$ cat config.mk
export PLATFORM = sky130hd
export DESIGN_NAME = trig_sel_unit
export DESIGN_NICKNAME = d
export VERILOG_FILES = /design/src/rtl/tsu_pkg.sv /design/src/rtl/tsu_ctrl_reg.sv /design/src/rtl/tsu_edge_sel.sv /design/src/rtl/tsu_start_gen.sv /design/src/rtl/trig_sel_unit.sv
export SDC_FILE = /design/constraint.sdc
export NUM_CORES = 1
export LEC_CHECK = 0
export CAP_MARGIN = 20
export CORE_MARGIN = 2
export CORE_UTILIZATION = 30
export DETAILED_ROUTE_END_ITERATION = 8
export GPL_ROUTABILITY_DRIVEN = 1
export PLACE_DENSITY = 0.75
export SETUP_SLACK_MARGIN = 0.2
export SLEW_MARGIN = 20
export SYNTH_ARGS = -nofsm -noshare
export SYNTH_HDL_FRONTEND = slang
export SYNTH_SLANG_ARGS = --single-unit
$ cat constraint.sdc
create_clock -name clk -period 1.93 [get_ports clk]
set_input_delay 0.579 -clock clk [delete_from_list [all_inputs] [get_ports clk]]
set_output_delay 0.579 -clock clk [all_outputs]
set_load 0.03 [all_outputs]
$ cat src/rtl/tsu_pkg.sv
package tsu_pkg;
   localparam int CTRL_W  = 32;
   localparam int EN_BIT  = 0;
   localparam int SEL_LSB = 24;
   localparam int POL_LSB = 28;
   localparam int SW_BIT  = 30;

   typedef enum logic [1:0] {
      POL_OFF  = 2'b00,
      POL_RISE = 2'b01,
      POL_FALL = 2'b10,
      POL_BOTH = 2'b11
   } pol_e;
endpackage

$ cat src/rtl/tsu_ctrl_reg.sv
module tsu_ctrl_reg
   import tsu_pkg::*;
#(
   parameter int ADDR_W   = 8,
   parameter int CTRL_OFF = 8,
   parameter int SEL_W    = 4
) (
   input  logic                clk,
   input  logic                rst_n,
   input  logic [ADDR_W-1:0]   bus_addr,
   input  logic                bus_wr,
   input  logic [CTRL_W-1:0]   bus_wdata,
   output logic [CTRL_W-1:0]   bus_rdata,
   input  logic                start_ack,
   output logic                en,
   output logic                sw_req,
   output logic [1:0]          pol,
   output logic [SEL_W-1:0]    sel
);
   localparam logic [ADDR_W-1:0] OFF = ADDR_W'(CTRL_OFF);

   logic hit;
   assign hit = (bus_addr == OFF);

   always_ff @(posedge clk or negedge rst_n) begin
      if (!rst_n) begin
         en     <= 1'b0;
         sw_req <= 1'b0;
         pol    <= 2'b00;
         sel    <= '0;
      end else begin
         if (start_ack)
            sw_req <= 1'b0;
         if (bus_wr && hit) begin
            en  <= bus_wdata[EN_BIT];
            pol <= bus_wdata[POL_LSB +: 2];
            sel <= bus_wdata[SEL_LSB +: SEL_W];
            if (!bus_wdata[EN_BIT])
               sw_req <= 1'b0;
            else if (bus_wdata[SW_BIT])
               sw_req <= 1'b1;
         end
      end
   end

   always_comb begin
      bus_rdata = '0;
      if (hit) begin
         bus_rdata[EN_BIT]              = en;
         bus_rdata[SW_BIT]              = sw_req;
         bus_rdata[POL_LSB +: 2]        = pol;
         bus_rdata[SEL_LSB +: SEL_W]    = sel;
      end
   end
endmodule

$ cat src/rtl/tsu_edge_sel.sv
module tsu_edge_sel
   import tsu_pkg::*;
#(
   parameter int NUM_EV      = 16,
   parameter int SEL_W       = 4,
   parameter int SYNC_STAGES = 2
) (
   input  logic              clk,
   input  logic              rst_n,
   input  logic [NUM_EV-1:0] ev_in,
   input  logic [SEL_W-1:0]  sel,
   input  logic [1:0]        pol,
   output logic              edge_hit
);
   logic [NUM_EV-1:0] synced;

   for (genvar i = 0; i < NUM_EV; i++) begin : g_sync
      logic [SYNC_STAGES-1:0] chain;
      always_ff @(posedge clk or negedge rst_n) begin
         if (!rst_n) chain <= '0;
         else        chain <= {chain[SYNC_STAGES-2:0], ev_in[i]};
      end
      assign synced[i] = chain[SYNC_STAGES-1];
   end

   logic             cur, prev;
   logic [SEL_W-1:0] sel_q;
   logic             steady, rise, fall;
   pol_e             mode;

   assign cur    = synced[sel];
   assign steady = (sel == sel_q);
   assign rise   = cur & ~prev;
   assign fall   = ~cur & prev;
   assign mode   = pol_e'(pol);

   always_ff @(posedge clk or negedge rst_n) begin
      if (!rst_n) begin
         prev  <= 1'b0;
         sel_q <= '0;
      end else begin
         prev  <= cur;
         sel_q <= sel;
      end
   end

   always_comb begin
      unique case (mode)
         POL_RISE: edge_hit = steady & rise;
         POL_FALL: edge_hit = steady & fall;
         POL_BOTH: edge_hit = steady & (rise | fall);
         default:  edge_hit = 1'b0;
      endcase
   end
endmodule

$ cat src/rtl/tsu_start_gen.sv
module tsu_start_gen (
   input  logic clk,
   input  logic rst_n,
   input  logic en,
   input  logic sw_req,
   input  logic edge_hit,
   output logic start_pulse
);
   logic sw_issued, fire_sw;

   assign fire_sw = sw_req & ~sw_issued;

   always_ff @(posedge clk or negedge rst_n) begin
      if (!rst_n) begin
         sw_issued   <= 1'b0;
         start_pulse <= 1'b0;
      end else begin
         sw_issued   <= sw_req ? (sw_issued | (en & fire_sw)) : 1'b0;
         start_pulse <= en & (edge_hit | fire_sw);
      end
   end
endmodule

$ cat src/rtl/trig_sel_unit.sv
module trig_sel_unit
   import tsu_pkg::*;
#(
   parameter int ADDR_W      = 8,
   parameter int CTRL_OFF    = 8,
   parameter int SEL_W       = 4,
   parameter int NUM_EV      = 16,
   parameter int SYNC_STAGES = 2
) (
   input  logic              clk,
   input  logic              rst_n,
   input  logic [ADDR_W-1:0] bus_addr,
   input  logic              bus_wr,
   input  logic [31:0]       bus_wdata,
   output logic [31:0]       bus_rdata,
   input  logic [NUM_EV-1:0] ev_in,
   input  logic              start_ack,
   output logic              start_pulse
);
   if (NUM_EV != (1 << SEL_W)) begin : g_bad_num
      $error("NUM_EV must equal 2**SEL_W");
   end
   if (SEL_W > 4 || SEL_W < 1) begin : g_bad_sel
      $error("SEL_W must be 1..4 to fit its field");
   end
   if (SYNC_STAGES < 2) begin : g_bad_sync
      $error("SYNC_STAGES must be at least 2");
   end

   logic             en, sw_req, edge_hit;
   logic [1:0]       pol;
   logic [SEL_W-1:0] sel;

   tsu_ctrl_reg #(.ADDR_W(ADDR_W), .CTRL_OFF(CTRL_OFF), .SEL_W(SEL_W)) u_reg (
      .clk(clk), .rst_n(rst_n), .bus_addr(bus_addr), .bus_wr(bus_wr),
      .bus_wdata(bus_wdata), .bus_rdata(bus_rdata), .start_ack(start_ack),
      .en(en), .sw_req(sw_req), .pol(pol), .sel(sel)
   );

   tsu_edge_sel #(.NUM_EV(NUM_EV), .SEL_W(SEL_W), .SYNC_STAGES(SYNC_STAGES)) u_edge (
      .clk(clk), .rst_n(rst_n), .ev_in(ev_in), .sel(sel), .pol(pol),
      .edge_hit(edge_hit)
   );

   tsu_start_gen u_gen (
      .clk(clk), .rst_n(rst_n), .en(en), .sw_req(sw_req),
      .edge_hit(edge_hit), .start_pulse(start_pulse)
   );
endmodule

==> results.py <==
metrics = {
    "place": {
        "placed_area_um2": 2272,
        "place_congestion": 0.7670,
        "portBuffers": 44,
        "dpl.cell_count": 246,
        "hpwlAfterDp_mm": 2.067,
    },
    "finish": {
        "diodes": 0,
        "final-instance-count-excl-fill": 256,
        "final_area_um2": 2449,
        "area_delta_synth_final_pct": 34.23,
        "fin_nets": 242,
        "fillers": 570,
        "drive_gt1_frac": 0.2762,
    },
    "setup_path": {
        "crit_path_frequent_cell": "buf_6",
        "critPathMaxFanout": 5,
        "r2r_slack_ns": -0.23,
        "worstPathBufferInverterCount": 3,
        "ff2ff_path_depth": 9,
        "cp.required_ns": 1.35,
        "start_kind": "input port",
        "critPathKind": "in -> out",
        "cp_top_family": "simple AND/OR/NAND/NOR gates",
        "crit_arrival_ns": 1.59,
        "r2r-start": "u_reg.sel[0]$_DFFE_PN0P_",
        "critical_path.endpoint_type": "output port",
        "crit_chain": "buf_6, nor4_4, and4b_2, buf_6, and2_4, buf_6",
        "cp_slowest_cell": "and4b_2",
        "reg2reg_to": "u_gen.start_pulse$_DFF_PN0_",
        "cpPeakStageDelay_ns": 0.29,
    },
    "global_route": {
        "antenna_found_initial": 0,
        "grt_overflow": 0,
        "grt_pass1_vias": 978,
        "grt_usage": 0.09318,
        "grt_max_degree": 48,
        "grt_pass1_wl_mm": 4.526,
    },
    "run": {
        "max-cap-violations": 0,
    },
    "timing": {
        "tightest_slew_ns": 0.5655,
        "finalClockSkew_ns": 0.004220,
        "hold_violations": 0,
        "finalSetupViolCount": 9,
        "min_period_ns": 2.165,
        "rsz0062_at_grt": "true",
        "worst_slack_ns": -0.2347,
        "maxSlewViolCount": 0,
        "timing.fmax_mhz": 462.0,
        "period_share": 1.122,
        "relSlewSlack": 0.6230,
    },
    "floorplanning": {
        "start_util": 0.3099,
        "rows": 28,
        "dieWidth_um": 81.98,
        "core_area_um2": 5886,
        "die_area_um2": 6721,
        "die_y_um": 81.98,
        "ios": 93,
    },
    "route": {
        "wl_mm": 2.882,
        "routedWlPerCell_um": 11.26,
        "ant_nets": 0,
        "post-route-drc-count": 0,
        "drt-pass1-iter-count": 3,
        "vias": 1005,
        "routed_via_density": 3.926,
        "drt_iter0_markers": 56,
    },
    "run_status": {
        "violations": "setup timing",
        "status": "complete, but fails checks",
    },
    "power_and_ir_drop": {
        "peakVddDrop_mv": 0.5396,
        "finalPower_w": 0.001872,
        "p_leak_nw": 1.124,
        "power_density_nw_per_um2": 764.4,
    },
    "clock_tree": {
        "cts_buffers": 5,
        "tritoncts": "yes",
        "htree_levels": 2,
        "cts.sinks": 47,
        "clk_pin_slew_ns": 0.09,
        "clock_latency_ns": 0.29,
        "clk_path_buf_depth": 2,
        "cts_root_buf": "clkbuf_8",
    },
    "logic_synthesis": {
        "yosysWarnings": 0,
        "synth_area_um2": 1824,
        "ys_seq_area_frac": 0.6447,
        "postSynthCellCount": 125,
        "ys_ff_latch": 47,
        "synth.distinct_cells": 28,
        "syn_avg_cell_area_um2": 14.59,
    },
    "worst_hold_path": {
        "holdPathEnd": "u_edge.g_sync[7].chain[1]$_DFF_PN0_",
        "hold_class": "reg -> reg",
        "hold_path_depth": 0,
        "hold_start": "u_edge.g_sync[7].chain[0]$_DFF_PN0_",
    },
}
## sequential cells by signal, summed over array words and instances, names as in the netlist, 2 cells and up
signal               count
u_edge.sel_q             4
u_reg.sel                4
u_edge.g_sync.chain     32
u_reg.pol                2
## stage by stage
stage / hold slack [ns] / setup slack (ns) / TNS [ns] / util
after CTS: 0.3576 / -0.2547 / -2.038 / 0.4126
final: 0.3559 / -0.2347 / -2.068 / 0.4160
after global routing: 0.3606 / -0.3819 / -2.651 / 0.4160
after detailed placement: 0.3363 / -0.5558 / -6.926 / 0.3861
after global placement: 0.3338 / -0.5085 / -6.348 / 0.3861
after floorplan: 0.2834 / -0.1679 / -0.2901 / -
## final cells by class
class	count	area, um^2	share of cell area
Sequential cell	47	1177	0.4808
Inverter	1	3.754	0.001533
Timing Repair Buffer	52	508.0	0.2075
Clock buffer	5	68.82	0.02810
Clock inverter	3	25.02	0.01022
Multi-Input combinational cell	73	571.8	0.2335
Tap cell	75	93.84	0.03832
## worst register-to-register path: cells and delay by family (launching register included)
| family | cells | cell delay (ns) |
|---|---|---|
| AOI/OAI and AO/OA | 4 | 0.58 |
| adders and majority gates | 1 | 0.28 |
| DFF | 1 | 0.43 |
| muxes | 2 | 0.66 |
| and+or+nand+nor | 2 | 0.11 |
## worst max path at each step
stage,start,to,slack (ns),cells past startpoint
after global placement,bus_addr[5],bus_rdata[24],-0.51,6
after floorplan,u_reg.sel[0]$_DFFE_PN0P_,u_gen.start_pulse$_DFF_PN0_,-0.17,10
after global routing,u_reg.sel[0]$_DFFE_PN0P_,u_gen.start_pulse$_DFF_PN0_,-0.38,9
after detailed placement,bus_addr[5],bus_rdata[25],-0.56,6
after CTS,u_reg.sel[0]$_DFFE_PN0P_,u_gen.start_pulse$_DFF_PN0_,-0.25,9
final,bus_addr[6],bus_rdata[28],-0.23,6
## routing by layer
layer / share of wire / GRT usage
met3: 0.069 / 0.03626
met5: 0 / 0
met2: 0.51 / 0.1488
met4: 0.013 / 0.04167
met1: 0.40 / 0.1111
## cell families after synthesis
| family | share of synthesized area |
|---|---|
| DFF | 0.6447 |
| xor gates and xnor gates | 0.01920 |
| other | 0.002056 |
| adders and majority gates | 0.01372 |
| muxes | 0.09671 |
| AOI/OAI and AO/OA | 0.03018 |
| buffers and inverters | 0.1152 |
| and+or+nand+nor | 0.07819 |
## synth_stat cells
| cell | count | area [um^2] |
|---|---|---|
| dfrtp_1 | 47 | 1176 |
| buf_4 | 26 | 195.2 |
| and2_1 | 7 | 43.79 |
| mux2_2 | 7 | 78.83 |
| xnor2_1 | 4 | 35.03 |
| mux2i_1 | 3 | 30.03 |
| mux4_2 | 3 | 67.56 |
| nor2_1 | 3 | 11.26 |
| ha_1 | 2 | 25.02 |
| nand2_1 | 2 | 7.510 |
| nand2b_1 | 2 | 12.51 |
| nand3b_1 | 2 | 15.01 |
| o21a_1 | 2 | 15.01 |
| a21oi_1 | 1 | 5.000 |
| a2bb2oi_1 | 1 | 8.760 |
| a41o_1 | 1 | 10.01 |
| a41oi_1 | 1 | 8.760 |
| and2_2 | 1 | 7.510 |
| and4b_1 | 1 | 10.01 |
| buf_6 | 1 | 11.26 |
| conb_1 | 1 | 3.750 |
| inv_1 | 1 | 3.750 |
| nand2_4 | 1 | 11.26 |
| nand3_1 | 1 | 5.000 |
| nand4_1 | 1 | 6.260 |
| nor2b_1 | 1 | 6.260 |
| nor4_1 | 1 | 6.260 |
| o211ai_1 | 1 | 7.510 |
## layout by cell type (no fill, tap or decap)
cell / instances
conb_1: 24
inv_1: 1
a41o_1: 1
mux4_2: 3
a2bb2oi_1: 1
nand4_1: 1
nand2b_1: 2
clkbuf_8: 5
o21a_1: 2
nor2b_1: 1
xnor2_1: 4
dlygate4sd2_1: 5
o211ai_1: 1
clkinvlp_4: 1
inv_6: 2
clkdlybuf4s15_1: 1
ha_1: 2
mux2_2: 6
nand3b_1: 2
nor4_4: 1
and2_4: 8
nor2_1: 3
mux2i_1: 3
dfrtp_1: 46
nand3_1: 1
buf_4: 5
and4b_2: 1
buf_6: 13
nand2_1: 2
mux2_4: 1
nand2_8: 1
a41oi_1: 1
dfrtp_2: 1
clkdlybuf4s50_1: 26
buf_2: 2
a21oi_1: 1
## what timing repair did
action                                  4_1_cts  5_1_grt
cloned                                        1        0
endpoints found under the setup margin       18       16
setup buffers                                 1        0
resized for setup                            35        4
pin swaps                                     9        1
hold buffers                                  0        0
## where the power goes
part	internal, W	switching (W)	total (W)
Clock	0.000264	0.000338	0.000602
Sequential	0.00103	0.0000215	0.00105
Combinational	0.0000992	0.000118	0.000217
Total	0.00139	0.000477	0.00187
Note: power is estimated with default switching activity, not from simulation.
